`src/rtl/wdog_pkg.sv`:
```
package wdog_pkg;

    localparam int FLAG_BIT = 7;
    localparam int IE_BIT   = 6;
    localparam int PSH_BIT  = 5;
    localparam int CE_BIT   = 4;
    localparam int EN_BIT   = 3;

    typedef struct packed {
        logic       flag;
        logic       ie;
        logic       en;
        logic [3:0] ps;
    } wdog_ctrl_t;

    localparam wdog_ctrl_t CTRL_RESET = '{flag: 1'b0, ie: 1'b0, en: 1'b0, ps: 4'd0};

    function automatic logic [3:0] ps_of_byte(input logic [7:0] b);
        return {b[PSH_BIT], b[2:0]};
    endfunction

    function automatic logic is_unlock(input logic [7:0] b);
        return b[CE_BIT] & b[EN_BIT];
    endfunction

    function automatic logic [7:0] ctrl_to_byte(input wdog_ctrl_t c, input logic win);
        logic [7:0] b;
        b           = 8'h00;
        b[FLAG_BIT] = c.flag;
        b[IE_BIT]   = c.ie;
        b[PSH_BIT]  = c.ps[3];
        b[CE_BIT]   = win;
        b[EN_BIT]   = c.en;
        b[2:0]      = c.ps[2:0];
        return b;
    endfunction

    function automatic logic [3:0] clamp_code(input logic [3:0] ps, input int max_code);
        if (int'(ps) > max_code) return 4'(max_code);
        return ps;
    endfunction

endpackage

```
`src/rtl/wdog_tick_sync.sv`:
```
module wdog_tick_sync #(
    parameter int STAGES = 2
) (
    input  logic clk,
    input  logic rst,
    input  logic tick_async,
    output logic tick_pulse
);
    logic [STAGES:0] chain_q;

    always_ff @(posedge clk) begin
        if (rst) chain_q <= '0;
        else     chain_q <= {chain_q[STAGES-1:0], tick_async};
    end

    assign tick_pulse = chain_q[STAGES-1] & ~chain_q[STAGES];
endmodule

```
`src/rtl/wdog_counter.sv`:
```
module wdog_counter
    import wdog_pkg::*;
#(
    parameter int BASE_LOG2 = 11,
    parameter int MAX_CODE  = 9
) (
    input  logic       clk,
    input  logic       rst,
    input  logic       run,
    input  logic       kick,
    input  logic       tick,
    input  logic [3:0] ps,
    output logic       expire
);
    localparam int CW = BASE_LOG2 + MAX_CODE + 1;

    logic [CW-1:0] cnt_q;
    logic [CW-1:0] last_q;
    logic [3:0]    code;

    assign code   = clamp_code(ps, MAX_CODE);
    assign last_q = (CW'(1) << (BASE_LOG2 + int'(code))) - CW'(1);
    assign expire = run & tick & ~kick & (cnt_q >= last_q);

    always_ff @(posedge clk) begin
        if (rst)                        cnt_q <= '0;
        else if (kick | ~run | expire)  cnt_q <= '0;
        else if (tick)                  cnt_q <= cnt_q + CW'(1);
    end
endmodule

```
`src/rtl/wdog_ctrl_reg.sv`:
```
module wdog_ctrl_reg
    import wdog_pkg::*;
#(
    parameter int WIN_CYCLES = 4
) (
    input  logic       clk,
    input  logic       rst,
    input  logic       wr_ctrl,
    input  logic [7:0] wdata,
    input  logic       set_flag,
    input  logic       wipe,
    output wdog_ctrl_t ctrl_q,
    output logic       win_open
);
    localparam int WW = $clog2(WIN_CYCLES + 1);

    logic [WW-1:0] win_q;
    wdog_ctrl_t    ctrl_d;
    logic [WW-1:0] win_d;

    assign win_open = (win_q != '0);

    always_comb begin
        ctrl_d = ctrl_q;
        if (set_flag)                  ctrl_d.flag = 1'b1;
        else if (wr_ctrl && wdata[FLAG_BIT]) ctrl_d.flag = 1'b0;
        if (wr_ctrl) begin
            ctrl_d.ie = wdata[IE_BIT];
            if (win_open) begin
                ctrl_d.en = wdata[EN_BIT];
                ctrl_d.ps = ps_of_byte(wdata);
            end else begin
                ctrl_d.en = ctrl_q.en | wdata[EN_BIT];
            end
        end
        if (wr_ctrl && is_unlock(wdata)) win_d = WW'(WIN_CYCLES);
        else if (wr_ctrl || !win_open)   win_d = '0;
        else                             win_d = win_q - WW'(1);
    end

    always_ff @(posedge clk) begin
        if (rst || wipe) begin
            ctrl_q <= CTRL_RESET;
            win_q  <= '0;
        end else begin
            ctrl_q <= ctrl_d;
            win_q  <= win_d;
        end
    end
endmodule

```
`src/rtl/wdog_guard.sv`:
```
module wdog_guard
    import wdog_pkg::*;
#(
    parameter int BASE_LOG2   = 11,
    parameter int MAX_CODE    = 9,
    parameter int WIN_CYCLES  = 4,
    parameter int SYNC_STAGES = 2
) (
    input  logic       clk,
    input  logic       rst,
    input  logic       tick_async,
    input  logic       kick,
    input  logic       bus_wr,
    input  logic       bus_addr,
    input  logic [7:0] bus_wdata,
    output logic [7:0] bus_rdata,
    output logic       irq,
    output logic       sys_reset,
    output logic       reset_cause
);
    wdog_ctrl_t ctrl_q;
    logic       win_open;
    logic       tick_pulse;
    logic       expire;
    logic       run;
    logic       wd_rst;
    logic       irq_set;
    logic       sys_q;
    logic       cause_q;

    wdog_tick_sync #(.STAGES(SYNC_STAGES)) u_sync (
        .clk(clk), .rst(rst), .tick_async(tick_async), .tick_pulse(tick_pulse)
    );

    assign run = ctrl_q.en | ctrl_q.ie;

    wdog_counter #(.BASE_LOG2(BASE_LOG2), .MAX_CODE(MAX_CODE)) u_cnt (
        .clk(clk), .rst(rst), .run(run), .kick(kick), .tick(tick_pulse),
        .ps(ctrl_q.ps), .expire(expire)
    );

    // escalate to reset when interrupts are off or the last one went unserviced
    assign wd_rst  = expire & ctrl_q.en & (~ctrl_q.ie | ctrl_q.flag);
    assign irq_set = expire & ctrl_q.ie & ~wd_rst;

    wdog_ctrl_reg #(.WIN_CYCLES(WIN_CYCLES)) u_ctrl (
        .clk(clk), .rst(rst), .wr_ctrl(bus_wr && !bus_addr), .wdata(bus_wdata),
        .set_flag(irq_set), .wipe(wd_rst), .ctrl_q(ctrl_q), .win_open(win_open)
    );

    always_ff @(posedge clk) begin
        if (rst) begin
            sys_q   <= 1'b0;
            cause_q <= 1'b0;
        end else begin
            sys_q <= wd_rst;
            if (wd_rst)                                 cause_q <= 1'b1;
            else if (bus_wr && bus_addr && !bus_wdata[0]) cause_q <= 1'b0;
        end
    end

    assign bus_rdata   = bus_addr ? {7'b0, cause_q} : ctrl_to_byte(ctrl_q, win_open);
    assign irq         = ctrl_q.flag & ctrl_q.ie;
    assign sys_reset   = sys_q;
    assign reset_cause = cause_q;
endmodule

```
`config.mk`:
```
export PLATFORM = sky130hd
export DESIGN_NAME = wdog_guard
export DESIGN_NICKNAME = d
export VERILOG_FILES = /design/src/rtl/wdog_pkg.sv /design/src/rtl/wdog_tick_sync.sv /design/src/rtl/wdog_counter.sv /design/src/rtl/wdog_ctrl_reg.sv /design/src/rtl/wdog_guard.sv
export SDC_FILE = /design/constraint.sdc
export NUM_CORES = 1
export LEC_CHECK = 0
export ABC_AREA = 1
export CAP_MARGIN = 10
export CORE_MARGIN = 4
export CORE_UTILIZATION = 40
export CTS_CLUSTER_SIZE = 24
export DETAILED_ROUTE_END_ITERATION = 10
export GPL_TIMING_DRIVEN = 0
export PLACE_DENSITY = 0.64
export SETUP_SLACK_MARGIN = 0.15
export SYNTH_ARGS = -nofsm -noshare
export SYNTH_HDL_FRONTEND = slang
export SYNTH_SLANG_ARGS = --single-unit
```
`constraint.sdc`:
```
create_clock -name clk -period 6.25 [get_ports clk]
set_input_delay 1.25 -clock clk [delete_from_list [all_inputs] [get_ports clk]]
set_output_delay 1.25 -clock clk [all_outputs]
set_load 0.05 [all_outputs]
```
==> metrics.yaml, run 1 <==
status: "complete, no violations"
grt_max_degree: 12
antenna_found_initial: 0
min_period_ps: 4300
place.gp.congestion: 0.874
grt_pass1_wl_um: 9570
yosysWarnings: 0
die_w_um: 89.5
synth_area_um2: 2660
startpoint_type: "primary input"
cts_resized: 0
hp-start: "u_sync.chain_q[0]"
num_vias: 2360
post_cts_buffers: 0
internal-power_uw: 466
via_per_inst: 4.56
fin_util_pct: 48.6
root_buffer: "clkbuf_8"
powerDensity_nw_per_um2: 258
num_rows: 29
finalSetupViolations: 0
crit_path_end: "bus_rdata[0]"
cts_buffer_depth: 2
drv_cap: 0
portBuffers: 24
ys_seq_area_share_pct: 27.1
n_antenna_cell: 0
start_util_pct: 41.6
ctsHtreeMaxLevel: 2
postRouteAntennaNets: 0
clk-insertion-delay-late_ps: 290
final_cell_mix: "nand2_1 (102), nor2_1 (76), inv_1 (63)"
die_height_um: 89.5
worst_slew_margin_rel_pct: 53.8
dr.first_iter.drc_count: 87
coreArea_um2: 6390
endpoint_kind: "primary output"
synth.distinct_cells: 30
p_leak_nw: 1.45
drt_wl_total_um: 5460
cp-startpoint: "bus_addr"
design_area_um2: 3100
slew_viol_final: 0
grt_pass1_vias: 2217
reg2reg_slack_ps: 2590
clkSinkCount: 36
cts_tree: "built"
tightest_slew_ps: 692
rsz0062_at_grt: "false"
fin_skew_ps: 11.2
clock_power_share_pct: 21.6
path_max_fanout: 10
worstPathRequired_ps: 5000
power_frac_seq_pct: 31.6
area_growth_pct: 16.7
crit-reg2reg-launch: "u_ctrl.ctrl_q[1]"
finalHoldViolCount: 0
dp_hpwl_um: 4540
min_path_type: "reg2reg"
clkTransAtPathRegs_ps: 80
dpl_cell_area_um2: 3010
period_share_pct: 68.8
power_uw: 800
reg2reg_depth: 20
dieArea_um2: 8010
switching_share_pct: 41.7
drc: 0
fmaxAchievable_mhz: 233
holdWs_ps: 406
crit_type: "in2out"
nets: 480
timing.rr.end: "u_ctrl.ctrl_q[6]"
worstPathArrival_ps: 3050
p_sw_uw: 334
cts_hold_buf: 0
syn_avg_cell_area_um2: 6.58
drive_above_1_share_pct: 6.36
syn_inst: 404
ir_worst_vdd_uv: 172
combPwrFrac_pct: 46.8
cts_made_buffers: 5
grt_overflow: 0
grt_usage_pct: 15.2
layout_commonest_cell: "nand2_1"
fin_setup_tns_ps: 0
wl_per_cell_um: 10.6
dr.pass1.iters: 4
synth-seq-cells: 36
ios: 25
## per-layer routing
layer / track usage [%] / vias to the layer above / part of all wire [%]
met5: 0 / - / 0
met4: 4.06 / 0 / 0.88
met3: 4.15 / 5 / 4.6
met2: 24.0 / 38 / 44
met1: 20.5 / 1015 / 51
li1: - / 1302 / -
## synth_stat cells
cell type  instances  share of area (%)
xor2_1            20                6.6
inv_4              1               0.24
clkbuf_1           1               0.14
ha_1              27                 13
nand3_4            1               0.66
inv_1             63                8.9
nor2_1            76                 11
a21oi_1           10                1.9
nand3b_1           1               0.28
nand3_2            1               0.38
nand2_1          102                 14
nand4_1            4               0.94
a22oi_1            1               0.28
xnor2_1            6                2.0
mux2i_1            1               0.38
a21o_1             1               0.28
o31ai_1            1               0.28
nor3_2             3                1.1
o2111ai_1          1               0.33
nand3_1           14                2.6
inv_2              3               0.42
nor2_2             4               0.94
nand2_4            2               0.85
nor3_1             6                1.1
dfxtp_1           36                 27
conb_1             2               0.28
buf_2              2               0.38
o211ai_4           1               0.80
o21ai_0           11                2.1
nor2_4             2               0.85
## flip-flops by register name, summed over array words and instances, names as in the netlist
register	cells
u_ctrl.ctrl_q	7
reset_cause	1
u_sync.chain_q	3
sys_reset	1
u_ctrl.win_q	3
u_cnt.cnt_q	21
## power by group through the flow
stage / clock (mW) / sequential [mW] / combinational (mW)
global placement: 0 / 0.258 / 0.371
detailed placement: 0 / 0.258 / 0.375
floorplan: 0 / 0.256 / 0.296
finish: 0.173 / 0.253 / 0.374
CTS: 0.178 / 0.253 / 0.376
global route: 0.190 / 0.255 / 0.424
## through the flow
| stage | cells | worst slack, ps |
|---|---|---|
| 3_3_place_gp | 509 | 1930 |
| 5_1_grt | 517 | 1830 |
| 4_1_cts | 517 | 1930 |
| 2_1_floorplan | 408 | 2450 |
| 3_5_place_dp | 509 | 1950 |
| 6_report | 517 | 1950 |
## how the worst min path moves through the flow
| stage | to | slack, ps | depth (start not counted) |
|---|---|---|---|
| after floorplan | u_sync.chain_q[1] | 390 | 2 |
| after global placement | u_sync.chain_q[1] | 390 | 2 |
| after detailed placement | u_sync.chain_q[1] | 400 | 2 |
| after CTS | u_sync.chain_q[1] | 410 | 2 |
| after global routing | u_ctrl.win_q[0] | 430 | 1 |
| final | u_sync.chain_q[1] | 410 | 2 |
## worst max-delay path, cell delays in order
cell	delay, ps
clkdlybuf4s50_1	470
clkbuf_1	320
nand2_1	80
o21ai_0	80
clkdlybuf4s50_1	840
## final cells by class
class	count	area, µm²
clock buffers	6	82.6
multi-input cells	302	1680
plain buffers	3	13.8
clock inverters	2	10.0
repair buffers	24	240
inverters	67	254
fillers	693	3280
well taps	77	96.3
flip-flops and latches	36	721
## cell families after synthesis
family	Yosys count	synth area share, %
AND/OR/NAND/NOR	216	34.9
buffers and inverters	70	10.1
flip-flops	36	27.1
adder cells (fa/ha/maj)	27	12.7
AO/OA/AOI/OAI	26	5.93
XOR/XNOR	26	8.57
other	2	0.283
multiplexers	1	0.377
Power figures use the tool's default switching activity.
==> inputs of run 2 (changes only) <==
- clock period: 6.25 -> 4.1 ns (I/O delays scaled with it)
==> run 2 against run 1 <==
Hold slack about the same. Flip-flop and latch count unchanged. Wire length increased by 0.49%. Clock-buffer cell count unchanged. Sequential power increased by 53%. Total power increased by 53%. Combinational power increased by 54%. Register-to-register slack got worse by 1900 ps. Clock skew about the same. Setup slack got worse by 1300 ps. Critical path depth unchanged. Cell count unchanged. Largest power group unchanged.
==> metrics.yaml, run 2 (synthesis gave the netlist of run 1 again) <==
status: "complete, no violations"
ir_worst_vdd_uv: 263
clkSinkCount: 36
worstPathRequired_ps: 3280
ios: 25
internal-power_uw: 714
min_period_ps: 3440
root_buffer: "clkbuf_8"
dp_hpwl_um: 4540
start_util_pct: 41.6
min_path_type: "reg2reg"
coreArea_um2: 6390
clkTransAtPathRegs_ps: 80
hp-start: "u_sync.chain_q[0]"
worst_slack_ps: 659
n_antenna_cell: 0
rsz0062_at_grt: "false"
slew_viol_final: 0
nets: 480
tightest_slew_ps: 512
grt_pass1_wl_um: 9570
postRouteAntennaNets: 0
final_cell_mix: "nand2_1 (101), nor2_1 (76), inv_1 (63)"
fin_skew_ps: 11.4
cts_tree: "built"
grt_pass1_vias: 2217
regArea_um2: 721
area_growth_pct: 17.3
p_sw_uw: 512
die_w_um: 89.5
period_share_pct: 83.9
via_per_inst: 4.56
nFillCells: 694
drive_above_1_share_pct: 7.05
switching_share_pct: 41.7
startpoint_type: "primary input"
drt_wl_total_um: 5490
grt_overflow: 0
fin_util_pct: 48.8
drc: 0
portBuffers: 24
power_mw: 1.23
largest_reg_flops: 21
num_vias: 2357
antenna_found_initial: 0
grt_max_degree: 12
clk-insertion-delay-late_ps: 290
power_frac_seq_pct: 31.6
place.gp.congestion: 0.874
layout_commonest_cell: "nand2_1"
cts_buffer_depth: 2
drv_cap: 0
combPwrFrac_pct: 46.9
path_max_fanout: 10
fin_setup_tns_ps: 0
grt_usage_pct: 15.2
dr.pass1.iters: 4
worst_slew_margin_rel_pct: 65.8
cp-startpoint: "bus_addr"
reg.largest.list: "u_cnt.cnt_q x21, u_ctrl.ctrl_q x7"
finalSetupViolations: 0
powerDensity_nw_per_um2: 393
top_register: "u_cnt.cnt_q"
fmaxAchievable_mhz: 291
die_height_um: 89.5
cts_hold_buf: 0
num_rows: 29
crit_type: "in2out"
worstPathArrival_ps: 2620
cts_made_buffers: 5
p_leak_nw: 1.46
dpl_worst_slack_ps: 424
ctsHtreeMaxLevel: 2
multi_input_area_um2: 1700
dieArea_um2: 8010
dr.first_iter.drc_count: 80
crit-reg2reg-launch: "u_ctrl.ctrl_q[1]"
endpoint_kind: "primary output"
clock_power_share_pct: 21.5
finalHoldViolCount: 0
wl_per_cell_um: 10.6
run 2: cell types whose count changed in the layout (fill, tap and decap cells not counted):
cell       previous run  this run
nand2_1             102       101
clkbuf_4              0         1
nand2_2               0         1
nor3_1                6         5
o2111ai_2             0         1
nor3_2                3         4
buf_2                 2         1
o2111ai_1             1         0
run 2: cell type report:
cell class	count	area share (%)
plain buffers	3	0.522
clock buffers	6	2.65
repair buffers	24	7.70
well taps	77	3.09
multi-input cells	302	54.5
inverters	67	8.15
flip-flops and latches	36	23.1
clock inverters	2	0.321
run 2: per-layer routing:
layer	wire (µm)	global-route usage (%)	part of all wire, %	vias to the layer above
met2	2400	24.0	44	37
met5	0	0	0	-
met3	253	4.15	4.6	5
li1	-	-	-	1301
met1	2790	20.5	51	1014
met4	48	4.06	0.87	0
run 2: repair_timing:
item	4_1_cts	5_1_grt
endpoints found under the setup margin	0	28
resized for setup	0	4
setup buffers	0	0
run 2: stage by stage:
| stage | std cells | hold slack (ps) | area (µm²) |
|---|---|---|---|
| 4_1_cts | 517 | 409 | 3100 |
| 3_5_place_dp | 509 | 398 | 3010 |
| 3_3_place_gp | 509 | 389 | 3010 |
| 5_1_grt | 517 | 430 | 3120 |
| 2_1_floorplan | 408 | 388 | 2670 |
| 6_report | 517 | 406 | 3120 |
run 2: power groups by stage:
stage	logic [mW]	clock network (mW)	registers [mW]
floorplan	0.451	0	0.391
global placement	0.565	0	0.394
detailed placement	0.571	0	0.394
CTS	0.574	0.272	0.386
global route	0.653	0.290	0.390
finish	0.575	0.263	0.387
run 2: path summary, 6_finish.rpt:
kind                        to  depth (start not counted)  slack [ps]
max               bus_rdata[0]                          5         660
min reg2reg  u_sync.chain_q[1]                          2         410
max reg2reg     u_cnt.cnt_q[9]                         21         700
min          u_sync.chain_q[1]                          2         410
run 2: worst max-delay path: stages:
cell	delay, ps
clkdlybuf4s50_1	470
clkbuf_1	320
nand2_1	80
o21ai_0	80
clkdlybuf4s50_1	840
